### config.mk
export PLATFORM = sky130hd
export DESIGN_NAME = out_ep_rx
export DESIGN_NICKNAME = d
export VERILOG_FILES = /design/src/rtl/out_ep_pkg.sv /design/src/rtl/out_ep_fifo.sv /design/src/rtl/out_ep_xfer.sv /design/src/rtl/out_ep_irq.sv /design/src/rtl/out_ep_rx.sv
export SDC_FILE = /design/constraint.sdc
export NUM_CORES = 1
export LEC_CHECK = 0
export ABC_AREA = 1
export BUFFER_PORTS_ARGS = -buffer_cell sky130_fd_sc_hd__buf_2
export CAP_MARGIN = 20
export CORE_ASPECT_RATIO = 0.6
export CORE_UTILIZATION = 50
export CTS_CLUSTER_DIAMETER = 40
export DETAILED_ROUTE_END_ITERATION = 16
export PLACE_DENSITY_LB_ADDON = 0.08
export SYNTH_ARGS = -nofsm -noshare
export SYNTH_HDL_FRONTEND = slang
export SYNTH_SLANG_ARGS = --single-unit
### constraint.sdc
create_clock -name clk -period 2.7 [get_ports clk]
set_input_delay 0.675 -clock clk [delete_from_list [all_inputs] [get_ports clk]]
set_output_delay 0.675 -clock clk [all_outputs]
set_load 0.01 [all_outputs]
### src/rtl/out_ep_pkg.sv
package out_ep_pkg;
    localparam int FLAG_N  = 3;
    localparam int FL_EOP  = 0;
    localparam int FL_EOT  = 1;
    localparam int FL_LVL  = 2;

    typedef enum logic [1:0] {
        RX_IDLE = 2'd0,
        RX_TAKE = 2'd1,
        RX_DROP = 2'd2
    } rx_mode_e;
endpackage

### src/rtl/out_ep_fifo.sv
module out_ep_fifo #(
    parameter int DW    = 8,
    parameter int DEPTH = 16,
    parameter int CNT_W = $clog2(DEPTH) + 1
) (
    input  logic             clk,
    input  logic             rst_n,
    input  logic             wr,
    input  logic [DW-1:0]    wdata,
    input  logic             commit,
    input  logic             rollback,
    input  logic             rd,
    output logic [DW-1:0]    rdata,
    output logic [CNT_W-1:0] level,
    output logic [CNT_W-1:0] room,
    output logic             full
);
    localparam int AW = $clog2(DEPTH);

    typedef struct packed {
        logic [AW:0] wr_ptr;   // speculative write position
        logic [AW:0] cm_ptr;   // end of committed data
        logic [AW:0] rd_ptr;
    } fifo_st_t;

    fifo_st_t q, d;
    logic [DW-1:0] mem [DEPTH];
    logic [AW:0]   used;

    assign used  = q.wr_ptr - q.rd_ptr;
    assign full  = (used == (AW+1)'(DEPTH));
    assign level = q.cm_ptr - q.rd_ptr;
    assign room  = CNT_W'(DEPTH) - level;
    assign rdata = mem[q.rd_ptr[AW-1:0]];

    always_comb begin
        d = q;
        if (wr)
            d.wr_ptr = q.wr_ptr + 1'b1;
        if (rd && (level != '0))
            d.rd_ptr = q.rd_ptr + 1'b1;
        if (rollback)
            d.wr_ptr = q.cm_ptr;
        if (commit)
            d.cm_ptr = d.wr_ptr;
    end

    always_ff @(posedge clk) begin
        if (!rst_n)
            q <= '0;
        else
            q <= d;
    end

    always_ff @(posedge clk) begin
        if (wr)
            mem[q.wr_ptr[AW-1:0]] <= wdata;
    end

    // the packet controller never writes into a full store
    p_no_overflow_r6: assert property (@(posedge clk) disable iff (!rst_n)
        wr |-> !full);

    // a rollback returns the write position to the committed end
    p_rollback_r7: assert property (@(posedge clk) disable iff (!rst_n)
        (rollback && !commit) |=> (q.wr_ptr == $past(q.cm_ptr)));

    // committed level never exceeds the capacity
    p_level_bound_r11: assert property (@(posedge clk) disable iff (!rst_n)
        level <= CNT_W'(DEPTH));
endmodule

### src/rtl/out_ep_xfer.sv
module out_ep_xfer
    import out_ep_pkg::*;
#(
    parameter int CNT_W = 5
) (
    input  logic             clk,
    input  logic             rst_n,
    input  logic             pkt_start,
    input  logic             byte_wr,
    input  logic             pkt_end,
    input  logic             pkt_good,
    input  logic [CNT_W-1:0] max_pkt,
    input  logic             eot_pending,
    input  logic [CNT_W-1:0] room,
    input  logic             fifo_full,
    output logic             fifo_wr,
    output logic             fifo_commit,
    output logic             fifo_rollback,
    output logic             set_eop,
    output logic             set_eot,
    output logic             hs_ack,
    output logic             hs_nak
);
    typedef struct packed {
        rx_mode_e         mode;
        logic [CNT_W-1:0] cnt;
        logic             prev_full;
        logic             hs_ack;
        logic             hs_nak;
    } xfer_st_t;

    xfer_st_t q, d;
    logic     refuse;

    assign refuse = eot_pending || (room < max_pkt);

    always_comb begin
        d             = q;
        d.hs_ack      = 1'b0;
        d.hs_nak      = 1'b0;
        fifo_wr       = 1'b0;
        fifo_commit   = 1'b0;
        fifo_rollback = 1'b0;
        set_eop       = 1'b0;
        set_eot       = 1'b0;
        if (pkt_start) begin
            fifo_rollback = 1'b1;
            d.cnt         = '0;
            d.mode        = refuse ? RX_DROP : RX_TAKE;
        end else if (q.mode != RX_IDLE) begin
            if (byte_wr) begin
                if (q.cnt != '1)
                    d.cnt = q.cnt + 1'b1;
                fifo_wr = (q.mode == RX_TAKE) && !fifo_full;
            end
            if (pkt_end) begin
                d.mode = RX_IDLE;
                if (q.mode == RX_DROP) begin
                    d.hs_nak = pkt_good;
                end else if (pkt_good) begin
                    fifo_commit = 1'b1;
                    d.hs_ack    = 1'b1;
                    set_eop     = 1'b1;
                    if (q.cnt >= max_pkt) begin
                        d.prev_full = 1'b1;
                    end else if ((q.cnt != '0) || q.prev_full) begin
                        set_eot     = 1'b1;
                        d.prev_full = 1'b0;
                    end
                end else begin
                    fifo_rollback = 1'b1;
                end
            end
        end
    end

    always_ff @(posedge clk) begin
        if (!rst_n)
            q <= '{mode: RX_IDLE, cnt: '0, prev_full: 1'b0, hs_ack: 1'b0, hs_nak: 1'b0};
        else
            q <= d;
    end

    assign hs_ack = q.hs_ack;
    assign hs_nak = q.hs_nak;

    // one handshake kind at a time
    p_hs_exclusive_r2: assert property (@(posedge clk) disable iff (!rst_n)
        !(q.hs_ack && q.hs_nak));

    // a refused packet never reports a received packet
    p_nak_no_eop_r5: assert property (@(posedge clk) disable iff (!rst_n)
        q.hs_nak |-> !$past(set_eop));

    // a pending transfer end refuses the next packet
    p_eot_refuse_r5: assert property (@(posedge clk) disable iff (!rst_n)
        (pkt_start && eot_pending) |=> (q.mode == RX_DROP));
endmodule

### src/rtl/out_ep_irq.sv
module out_ep_irq
    import out_ep_pkg::*;
#(
    parameter int CNT_W = 5
) (
    input  logic              clk,
    input  logic              rst_n,
    input  logic              set_eop,
    input  logic              set_eot,
    input  logic [CNT_W-1:0]  level,
    input  logic [CNT_W-1:0]  thresh,
    input  logic [FLAG_N-1:0] clr,
    input  logic [FLAG_N-1:0] mask,
    output logic [FLAG_N-1:0] flags,
    output logic              irq
);
    typedef struct packed {
        logic [FLAG_N-1:0] flags;
        logic              above;
    } irq_st_t;

    irq_st_t           q, d;
    logic [FLAG_N-1:0] set_vec;

    always_comb begin
        d                = q;
        d.above          = (level > thresh);
        set_vec          = '0;
        set_vec[FL_EOP]  = set_eop;
        set_vec[FL_EOT]  = set_eot;
        set_vec[FL_LVL]  = d.above && !q.above;
        d.flags          = (q.flags & ~clr) | set_vec;
    end

    always_ff @(posedge clk) begin
        if (!rst_n)
            q <= '0;
        else
            q <= d;
    end

    assign flags = q.flags;
    assign irq   = |(q.flags & mask);

    // a flag without a clear strobe stays set
    for (genvar i = 0; i < FLAG_N; i++) begin : g_sticky
        p_sticky_r9: assert property (@(posedge clk) disable iff (!rst_n)
            (q.flags[i] && !clr[i]) |=> q.flags[i]);
    end

    // the level flag only appears while the level is above threshold
    p_lvl_rise_r8: assert property (@(posedge clk) disable iff (!rst_n)
        $rose(q.flags[FL_LVL]) |-> q.above);
endmodule

### src/rtl/out_ep_rx.sv
module out_ep_rx
    import out_ep_pkg::*;
#(
    parameter int DW    = 8,
    parameter int DEPTH = 16,
    parameter int CNT_W = $clog2(DEPTH) + 1
) (
    input  logic              clk,
    input  logic              rst_n,
    input  logic              pkt_start,
    input  logic              byte_wr,
    input  logic [DW-1:0]     byte_data,
    input  logic              pkt_end,
    input  logic              pkt_good,
    input  logic [CNT_W-1:0]  max_pkt,
    input  logic [CNT_W-1:0]  lvl_thresh,
    input  logic [FLAG_N-1:0] flag_clr,
    input  logic [FLAG_N-1:0] flag_mask,
    input  logic              rd_en,
    output logic [DW-1:0]     rd_data,
    output logic [CNT_W-1:0]  fill_level,
    output logic              hs_ack,
    output logic              hs_nak,
    output logic [FLAG_N-1:0] flags,
    output logic              irq
);
    logic             f_wr, f_commit, f_rollback, f_full;
    logic [CNT_W-1:0] f_room;
    logic             s_eop, s_eot;

    out_ep_fifo #(.DW(DW), .DEPTH(DEPTH), .CNT_W(CNT_W)) u_fifo (
        .clk      (clk),
        .rst_n    (rst_n),
        .wr       (f_wr),
        .wdata    (byte_data),
        .commit   (f_commit),
        .rollback (f_rollback),
        .rd       (rd_en),
        .rdata    (rd_data),
        .level    (fill_level),
        .room     (f_room),
        .full     (f_full)
    );

    out_ep_xfer #(.CNT_W(CNT_W)) u_xfer (
        .clk           (clk),
        .rst_n         (rst_n),
        .pkt_start     (pkt_start),
        .byte_wr       (byte_wr),
        .pkt_end       (pkt_end),
        .pkt_good      (pkt_good),
        .max_pkt       (max_pkt),
        .eot_pending   (flags[FL_EOT]),
        .room          (f_room),
        .fifo_full     (f_full),
        .fifo_wr       (f_wr),
        .fifo_commit   (f_commit),
        .fifo_rollback (f_rollback),
        .set_eop       (s_eop),
        .set_eot       (s_eot),
        .hs_ack        (hs_ack),
        .hs_nak        (hs_nak)
    );

    out_ep_irq #(.CNT_W(CNT_W)) u_irq (
        .clk     (clk),
        .rst_n   (rst_n),
        .set_eop (s_eop),
        .set_eot (s_eot),
        .level   (fill_level),
        .thresh  (lvl_thresh),
        .clr     (flag_clr),
        .mask    (flag_mask),
        .flags   (flags),
        .irq     (irq)
    );

    // while the transfer end is pending the committed level cannot grow
    p_hold_level_r5: assert property (@(posedge clk) disable iff (!rst_n)
        ($past(flags[FL_EOT]) && flags[FL_EOT]) |-> (fill_level <= $past(fill_level)));
endmodule

==> out/qor.yml, run 1 <==
async_flop_share_pct: 0
grt.overflow.total: 0
cts-root-buf: "clkbuf_16"
drc: 0
r2r_start: "u_fifo.q[5]"
rsz0062_at_grt: "true"
cts_tree: "yes"
fin_cells: 959
min_period_ns: 2.65
drt_first_iter_violations: 347
cts_buffers: 17
slowest_stage: "fa_2"
antenna_found_initial: 0
peakVddDrop_mv: 0.406
cts_htree_levels: 4
ys_seq_area_share_pct: 61.2
slew_headroom_pct: 55.5
drv_slew: 0
status: "complete, no violations"
vias: 5196
synth.distinct_cells: 31
grt_pass1_wl_mm: 25.9
io_buffers: 49
yosysWarnings: 0
ctsHoldBuffers: 0
viasPerCell: 5.42
synth_seq_cells: 161
synthTopCellsByCount: "128 x edfxtp_1, 95 x inv_1, 64 x nand2_1"
rrSetupSlack_ns: 0.05
cp.buffers_inverters: 5
finalSetupViolations: 0
setup.worst_path.start_class: "register"
wl_mm: 17.1
synth.avg_cell_area_um2: 11.0
drtAntennaViolNets: 0
grt_pass1_vias: 4789
arrival_ns: 2.97
hold_path.class: "register to register"
die_area_um2: 15200
grt_start_max_net_pins: 33
yosysTopAreaCellShare_pct: 52.2
holdWs_ns: 0.414
drive_above_1_share_pct: 21.5
diodes: 0
die_h_um: 96.0
fin_util_pct: 63.0
clk_pin_slew_worst_paths_ns: 0.07
cts.sinks: 161
yosysTopAreaCell: "edfxtp_1"
fin_nets: 818
skew_ns: 0.00925
avgRoutedWirePerCell_um: 17.9
dp_hpwl_mm: 11.7
synth_edf_count: 128
cap_violations: 0
dr.pass1.iters: 5
cp.required_ns: 3.02
clk_path_buf_depth: 2
crit_chain: "inv_2, ha_4, inv_4, fa_2, inv_2, ha_4, buf_4, xor2_1, inv_1, ha_1, a21oi_1, o21ai_1, o21ai_1, nand2_1, o211a_1"
crit_path_max_incr_delay_ns: 0.54
num_rows: 33
hold_viol: 0
clk_latency_ns: 0.42
yosys-top-cells-area: "edfxtp_1 52%, dfxtp_1 9.0%, ha_1 5.4%"
fin_setup_tns_ns: 0
dpl.cell_count: 919
path_max_fanout: 2
startpoint: "u_fifo.q[5]"
finalPower_mw: 6.48
critPathTopFamily: "adder cells"
area_growth_pct: 19.9
powerDensity_nw_per_um2: 734
dieWidth_um: 159
synth_flop_cell: "edfxtp_1"
gp_routability_congestion: 0.816
coreArea_um2: 14000
start_util_pct: 52.6
min_from: "u_irq.q[0]"
synthCells: 666
total_leakage_power_nw: 3.50
synth_nets: 730
yosysMostFrequentCell: "edfxtp_1"
num_io_pins: 50
critPathCaptureType: "register"
fin_crit_sh_pct: 98.2
worstSetupPathType: "register to register"
synthesis.area_um2: 7360
track_usage_pct: 23.6
fmax_ghz: 0.377
tightestPinTransition_ns: 0.667
## stage by stage
step	area (µm²)	setup slack, ns
floorplan	7370	0.0211
global placement	8020	-0.129
detailed placement	8020	-0.202
CTS	8700	-0.0395
global route	8820	-0.0362
finish	8820	0.0484
## sequential cells by signal (all words and copies together) (netlist names), named ones only
signal	count
u_irq.flags	3
u_xfer.q	8
u_fifo.mem	128
u_fifo.q	15
u_xfer.hs_ack	1
u_irq.q	1
u_xfer.hs_nak	1
## power breakdown
part           internal, mW  switching [mW]  total [mW]  leakage (nW)
Sequential             2.72          0.0482        2.77          1.42
Combinational         0.520           0.705        1.23          1.80
Clock                  1.47            1.01        2.48         0.287
## what timing repair did
item	CTS	global route
buffers inserted	3	5
pin swaps	8	9
endpoints found under the setup margin	11	17
gates resized for setup	14	19
hold endpoints to repair	0	0
## cell families (layout without fill, tap and decap cells)
logic type | after synthesis | count (layout) | synth area share (%)
DFF | 161 | 161 | 61.2
and+or+nand+nor | 158 | 158 | 9.34
AOI/OAI and AO/OA | 146 | 146 | 11.5
buffers and inverters | 128 | 229 | 6.96
adders and majority gates | 33 | 33 | 5.71
muxes | 32 | 32 | 4.35
xor gates and xnor gates | 8 | 8 | 0.952
## cell type report
cell class | count | area (µm²)
inverter | 99 | 374
fill | 1060 | 5180
clock buffer | 17 | 425
clock inverter | 15 | 184
sequential | 161 | 4510
tap | 192 | 240
multi-input combinational | 377 | 2450
timing repair buffer | 98 | 638
## routing by layer
metal | part of all wire [%] | track usage (%)
met2 | 39 | 30.8
met3 | 7.3 | 5.99
met4 | 0.90 | 6.65
met5 | 0 | 0
met1 | 53 | 37.6
## worst paths after layout
check / endpoint / cells past startpoint
max: u_xfer.q[8] / 15
min: u_irq.flags[2] / 1
min reg2reg: u_irq.flags[2] / 1
max reg2reg: u_xfer.q[8] / 15
## cell usage in the layout (no fill, tap or decap), types with 4 or more instances in the layout
cell type	Yosys	final
edfxtp_1	128	128
nand3_1	36	35
clkbuf_16	0	17
nand2_1	64	61
o21ai_0	51	49
dfxtp_1	33	29
a21oi_1	55	52
ha_1	32	28
nor3_1	9	9
inv_1	95	89
buf_4	6	46
buf_2	7	48
mux2i_1	32	32
or2_2	5	4
xor2_1	7	6
inv_2	4	9
o211ai_1	32	32
ha_4	0	4
nor2_1	40	39
Note: power is estimated with default switching activity, not from simulation.
==> run 2: changes to the inputs <==
Settings changed: MAX_ROUTING_LAYER set to met4.
==> run 2 against run 1 <==
Fmax rose by 1.3%. Worst setup slack improved by 0.035 ns. Worst hold slack about the same. Combinational power about the same. Non-clock buffer count unchanged. Sequential power about the same. Utilization about the same. Clock skew hardly changed. Routed wire length shrank 0.39%. Largest power group unchanged. Highest routed layer unchanged.
==> out/qor.yml, run 2 (synthesis results as in run 1) <==
status: "complete, no violations"  # unchanged
total_leakage_power_nw: 3.50  # about the same
cp.buffers_inverters: 4  # was 5
placed_area_um2: 8020  # unchanged
cts.sinks: 161  # unchanged
grt_start_max_net_pins: 33  # unchanged
arrival_ns: 2.93  # was 2.97 ns
io_buffers: 49  # unchanged
vias: 5183  # was 5196
p_sw_share_pct: 27.2  # was 27.3%
gp_routability_congestion: 0.829  # was 0.816
grt_pass1_wl_mm: 25.9  # about the same
dpl.cell_count: 919  # unchanged
avgRoutedWirePerCell_um: 17.8  # was 17.9 µm
p_int_mw: 4.71  # about the same
final_cell_mix: "128 x edfxtp_1, 89 x inv_1, 61 x nand2_1, 52 x a21oi_1, 49 x o21ai_0"  # unchanged
cap_violations: 0  # unchanged
rrSetupSlack_ns: 0.08  # was 0.05 ns
clk_latency_ns: 0.42  # about the same
critPathTopFamily: "adder cells"  # unchanged
hold_depth: 1  # unchanged
clkPwrFrac_pct: 38.4  # was 38.3%
slowest_stage: "fa_2"  # unchanged
cts_tree: "yes"  # unchanged
start_util_pct: 52.6  # unchanged
tightestPinTransition_ns: 0.631  # was 0.667 ns
track_usage_pct: 24.4  # was 23.6%
grt_pass1_vias: 4778  # was 4789
fin_cells: 959  # unchanged
fin_util_pct: 63.0  # about the same
drtAntennaViolNets: 0  # unchanged
cp.required_ns: 3.01  # was 3.02 ns
slew_headroom_pct: 58.0  # was 55.5%
num_io_pins: 50  # unchanged
fillers: 1056  # was 1060
crit_chain: "inv_2, ha_4, inv_4, fa_2, inv_2, ha_4, nand2_2, nor2_1, ha_1, inv_2, ha_4, a21oi_2, o21ai_1, o21ai_1, nand2_1, o211a_1"  # was inv_2, ha_4, inv_4, fa_2, inv_2, ha_4, buf_4, xor2_1, inv_1, ha_1, a21oi_1, o21ai_1, o21ai_1, nand2_1, o211a_1
netSwitchingPower_mw: 1.76  # was 1.77 mW
antenna_found_initial: 0  # unchanged
num_rows: 33  # unchanged
die_area_um2: 15200  # unchanged
dp_hpwl_mm: 11.7  # unchanged
seq_area_um2: 4510  # unchanged
clk_path_buf_depth: 2  # unchanged
largest_reg_flops: 128  # unchanged
viasPerCell: 5.40  # was 5.42
setup.worst_path.start_class: "register"  # unchanged
fin_setup_tns_ns: 0  # unchanged
drc: 0  # unchanged
dr.pass1.iters: 5  # unchanged
finalPower_mw: 6.47  # was 6.48 mW
critPathCaptureType: "register"  # unchanged
fin_nets: 818  # unchanged
cts_buffers: 17  # unchanged
cts-root-buf: "clkbuf_16"  # unchanged
multi_input_area_um2: 2440  # was 2450 µm²
wl_mm: 17.1  # about the same
r2r_end: "u_xfer.q[8]"  # unchanged
min_from: "u_irq.q[0]"  # unchanged
rsz0062_at_grt: "true"  # unchanged
area_growth_pct: 19.9  # about the same
dieWidth_um: 159  # unchanged
seq_power_share_pct: 42.8  # was 42.7%
min_period_ns: 2.62  # was 2.65 ns
die_h_um: 96.0  # unchanged
grt.overflow.total: 0  # unchanged
coreArea_um2: 14000  # unchanged
drt_first_iter_violations: 378  # was 347
fmax_ghz: 0.382  # was 0.377 GHz
hold_path.class: "register to register"  # unchanged
diodes: 0  # unchanged
drv_slew: 0  # unchanged
powerDensity_nw_per_um2: 733  # was 734 nW/µm²
fin_area_um2: 8820  # about the same
worstSetupPathType: "register to register"  # unchanged
peakVddDrop_mv: 0.405  # was 0.406 mV
drive_above_1_share_pct: 21.4  # was 21.5%
r2r_start: "u_fifo.q[5]"  # unchanged
clk_pin_slew_worst_paths_ns: 0.07  # about the same
finalSetupViolations: 0  # unchanged
cts_htree_levels: 4  # unchanged
path_max_fanout: 2  # unchanged
min_to: "u_irq.flags[2]"  # unchanged
layout_commonest_cell: "edfxtp_1"  # unchanged
fin_crit_sh_pct: 96.9  # was 98.2%
crit_path_max_incr_delay_ns: 0.54  # about the same
hold_viol: 0  # unchanged
worst-r2r-cell-count: 16  # was 15
p_comb_share_pct: 18.7  # was 18.9%
skew_ns: 0.00922  # was 0.00925 ns
[run 2: worst register-to-register path: cells and delay by family, from the launching register on]
kind	cells	cell delay [ns]
adders and majority gates	5	1.35
AOI/OAI and AO/OA	4	0.46
DFF	1	0.32
buffers and inverters	4	0.22
and+or+nand+nor	3	0.17
[run 2: worst max path at each step]
| stage | startpoint | depth (start not counted) | end |
|---|---|---|---|
| after CTS | u_fifo.q[5] | 18 | u_xfer.q[8] |
| after floorplan | u_fifo.q[0] | 16 | u_xfer.q[8] |
| final | u_fifo.q[5] | 16 | u_xfer.q[8] |
| after global routing | u_fifo.q[5] | 18 | u_xfer.q[9] |
| after global placement | u_fifo.q[5] | 17 | u_xfer.q[8] |
| after detailed placement | u_fifo.q[5] | 17 | u_xfer.q[8] |
[run 2: routing by layer]
metal / share of wire (%) / global-route usage (%)
met1: 52 / 37.7
met2: 39 / 30.9
met3: 8.1 / 5.85
met4: 0.93 / 6.73
met5: 0 / -
[run 2: stage by stage]
step                worst slack [ns]  hold WS, ns
detailed placement            -0.202        0.410
floorplan                     0.0211        0.399
global route                 -0.0131        0.438
global placement              -0.129        0.404
finish                        0.0835        0.414
CTS                          -0.0395        0.420
[run 2: layout make-up]
type	instances	share of cell area, %
multi-input cells	377	27.7
inverters	99	4.24
well taps	192	2.72
repair buffers	98	7.24
clock buffers	17	4.82
clock inverters	15	2.09
flip-flops and latches	161	51.2
[run 2: power by group through the flow]
stage                     clock [mW]  combinational, mW  sequential (mW)
after floorplan                    0              0.708             2.80
after global placement             0              0.989             2.84
after detailed placement           0               1.02             2.84
after CTS                       2.52               1.09             2.78
after global routing            2.61               1.35             2.77
final                           2.49               1.21             2.77
[run 2: timing repair]
action                     4_1_cts  5_1_grt
pin swaps                        8        9
setup buffers                    3        5
hold buffers                     0        0
gates resized for setup         14       17
setup endpoints to repair       11       17
==> run 3: changes to the inputs <==
Settings changed: CORE_ASPECT_RATIO 0.6 to 1.5.
Clock period 2.7 ns to 2.8 ns, I/O delays scaled along.
==> run 3 against run 2 <==
Worst hold slack gained 0.0059 ns. Total power shrank 3.3%. Largest cell class unchanged. Combinational power shrank 3%. Clock skew is essentially flat. Count of clock-buffer cells in the layout grew 1. Cell area grew 1.0%.
==> out/qor.yml, run 3 (synthesis results as in run 1) <==
rrSetupSlack_ns: 0.07  # was 0.08 ns
netSwitchingPower_mw: 1.63  # was 1.76 mW
cp_common_cell: "inv_2"
path_max_fanout: 2  # unchanged
status: "complete, no violations"  # unchanged
finalSetupViolations: 0  # unchanged
final_cell_mix: "128 x edfxtp_1, 89 x inv_1, 60 x nand2_1, 54 x buf_4, 51 x a21oi_1"  # was 128 x edfxtp_1, 89 x inv_1, 61 x nand2_1, 52 x a21oi_1, 49 x o21ai_0
drv_slew: 0  # unchanged
clkPwrFrac_pct: 38.4  # about the same
fin_crit_sh_pct: 97.3  # was 96.9%
holdWs_ns: 0.420  # was 0.414 ns
diodes: 0  # unchanged
p_sw_share_pct: 26.1  # was 27.2%
skew_ns: 0.00941  # was 0.00922 ns
startpoint: "u_fifo.q[5]"  # unchanged
slew_headroom_pct: 56.6  # was 58.0%
rsz0062_at_grt: "true"  # unchanged
drive_above_1_share_pct: 22.4  # was 21.4%
area_growth_pct: 21.1  # was 19.9%
grt_start_max_net_pins: 31  # was 33
cts_tree: "yes"  # unchanged
io_buffers: 49  # unchanged
p_comb_share_pct: 18.8  # was 18.7%
grt_pass1_vias: 5253  # was 4778
fmax_ghz: 0.367  # was 0.382 GHz
grt_pass1_wl_mm: 26.7  # was 25.9 mm
p_int_mw: 4.62  # was 4.71 mW
crit_path_max_incr_delay_ns: 0.57  # was 0.54 ns
start_util_pct: 51.8  # was 52.6%
die_area_um2: 15200  # about the same
largest_reg_flops: 128  # unchanged
crit_chain: "inv_2, ha_4, inv_2, fa_2, inv_2, ha_4, nand2_2, nor2_1, ha_1, inv_2, ha_4, nand2_4, inv_2, nand3_2, a21oi_2, o21ai_2, nand2_1, o32ai_1"  # was inv_2, ha_4, inv_4, fa_2, inv_2, ha_4, nand2_2, nor2_1, ha_1, inv_2, ha_4, a21oi_2, o21ai_1, o21ai_1, nand2_1, o211a_1
avgRoutedWirePerCell_um: 17.5  # was 17.8 µm
fin_setup_tns_ns: 0  # unchanged
r2r_start: "u_fifo.q[5]"  # unchanged
dr.pass1.iters: 4  # was 5
min_period_ns: 2.73  # was 2.62 ns
wl_mm: 17.0  # was 17.1 mm
clk_pin_slew_worst_paths_ns: 0.06  # was 0.07 ns
worstSetupPathType: "register to register"  # unchanged
clk_latency_ns: 0.42  # about the same
clk_path_buf_depth: 2  # unchanged
cts-root-buf: "clkbuf_16"  # unchanged
gp_routability_congestion: 0.829  # about the same
hold_path.class: "register to register"  # unchanged
num_io_pins: 50  # unchanged
setup.worst_path.start_class: "register"  # unchanged
cts.sinks: 161  # unchanged
critPathCaptureType: "register"  # unchanged
slowest_stage: "fa_2"  # unchanged
drc: 0  # unchanged
tightestPinTransition_ns: 0.651  # was 0.631 ns
vias: 5118  # was 5183
powerDensity_nw_per_um2: 702  # was 733 nW/µm²
die_h_um: 151  # was 96.0 µm
dpl.cell_count: 917  # was 919
cts_buffers: 17  # unchanged
critPathTopFamily: "adder cells"  # unchanged
grt.overflow.total: 0  # unchanged
seq_power_share_pct: 42.8  # about the same
fin_cells: 968  # was 959
cp.buffers_inverters: 5  # was 4
hold_viol: 0  # unchanged
coreArea_um2: 14200  # was 14000 µm²
layout_commonest_cell: "edfxtp_1"  # unchanged
finalPower_mw: 6.26  # was 6.47 mW
antenna_found_initial: 0  # unchanged
cap_violations: 0  # unchanged
dp_hpwl_mm: 11.7  # about the same
num_rows: 53  # was 33
total_leakage_power_nw: 3.55  # was 3.50 nW
drtAntennaViolNets: 0  # unchanged
dieWidth_um: 101  # was 159 µm
fin_nets: 827  # was 818
viasPerCell: 5.29  # was 5.40
cp.required_ns: 3.08  # was 3.01 ns
arrival_ns: 3.01  # was 2.93 ns
min_from: "u_irq.q[0]"  # unchanged
peakVddDrop_mv: 0.370  # was 0.405 mV
track_usage_pct: 24.9  # was 24.4%
drt_first_iter_violations: 212  # was 378
ctsHoldBuffers: 0  # unchanged
cts_htree_levels: 4  # unchanged
[run 3: cell types whose count changed in the layout (fill, tap and decap cells not counted), sizes merged]
cell,delta
bufinv,+1
buf,+9
clkbuf,+1
inv,-4
clkinvlp,-2
clkinv,+4
[run 3: metrics by stage]
step                cell area, µm²  setup WS [ns]  util (%)
floorplan                     7360        0.00581         -
global placement              8020        -0.0807      56.5
detailed placement            8020         -0.179      56.5
CTS                           8830         0.0246      62.3
global route                  8910        -0.0394      62.8
finish                        8910         0.0749      62.8
[run 3: routing by layer]
| layer | up-vias | wire, µm | global-route usage, % |
|---|---|---|---|
| li1 | 2520 | - | - |
| met1 | 2444 | 6120 | 24.7 |
| met2 | 118 | 9750 | 47.1 |
| met3 | 36 | 609 | 4.36 |
| met4 | 0 | 476 | 10.0 |
| met5 | - | 0 | - |
[run 3: cell type report]
class / instances / area, µm²
Timing Repair Buffer: 107 / 713
Clock buffer: 18 / 429
Clock inverter: 14 / 190
Sequential cell: 161 / 4510
Tap cell: 192 / 240
Fill cell: 1195 / 5280
Inverter: 99 / 372
Multi-Input combinational cell: 377 / 2450
[run 3: path summary, 6_finish.rpt]
kind              cells after the start              to
setup / recovery                     18     u_xfer.q[9]
hold / removal                        1  u_irq.flags[2]
setup reg to reg                     18     u_xfer.q[9]
hold reg to reg                       1  u_irq.flags[2]
[run 3: timing repair]
item / 4_1_cts / 5_1_grt
pin swaps: 4 / 10
cloned: 0 / 0
setup buffers: 19 / 1
resized for setup: 16 / 19
endpoints found under the setup margin: 4 / 8
[run 3: power by group through the flow]
stage	clock [mW]	sequential (mW)	combinational, mW
final	2.40	2.68	1.17
after global routing	2.53	2.68	1.32
after CTS	2.44	2.68	1.08
after detailed placement	0	2.74	0.999
after global placement	0	2.73	0.964
after floorplan	0	2.70	0.678
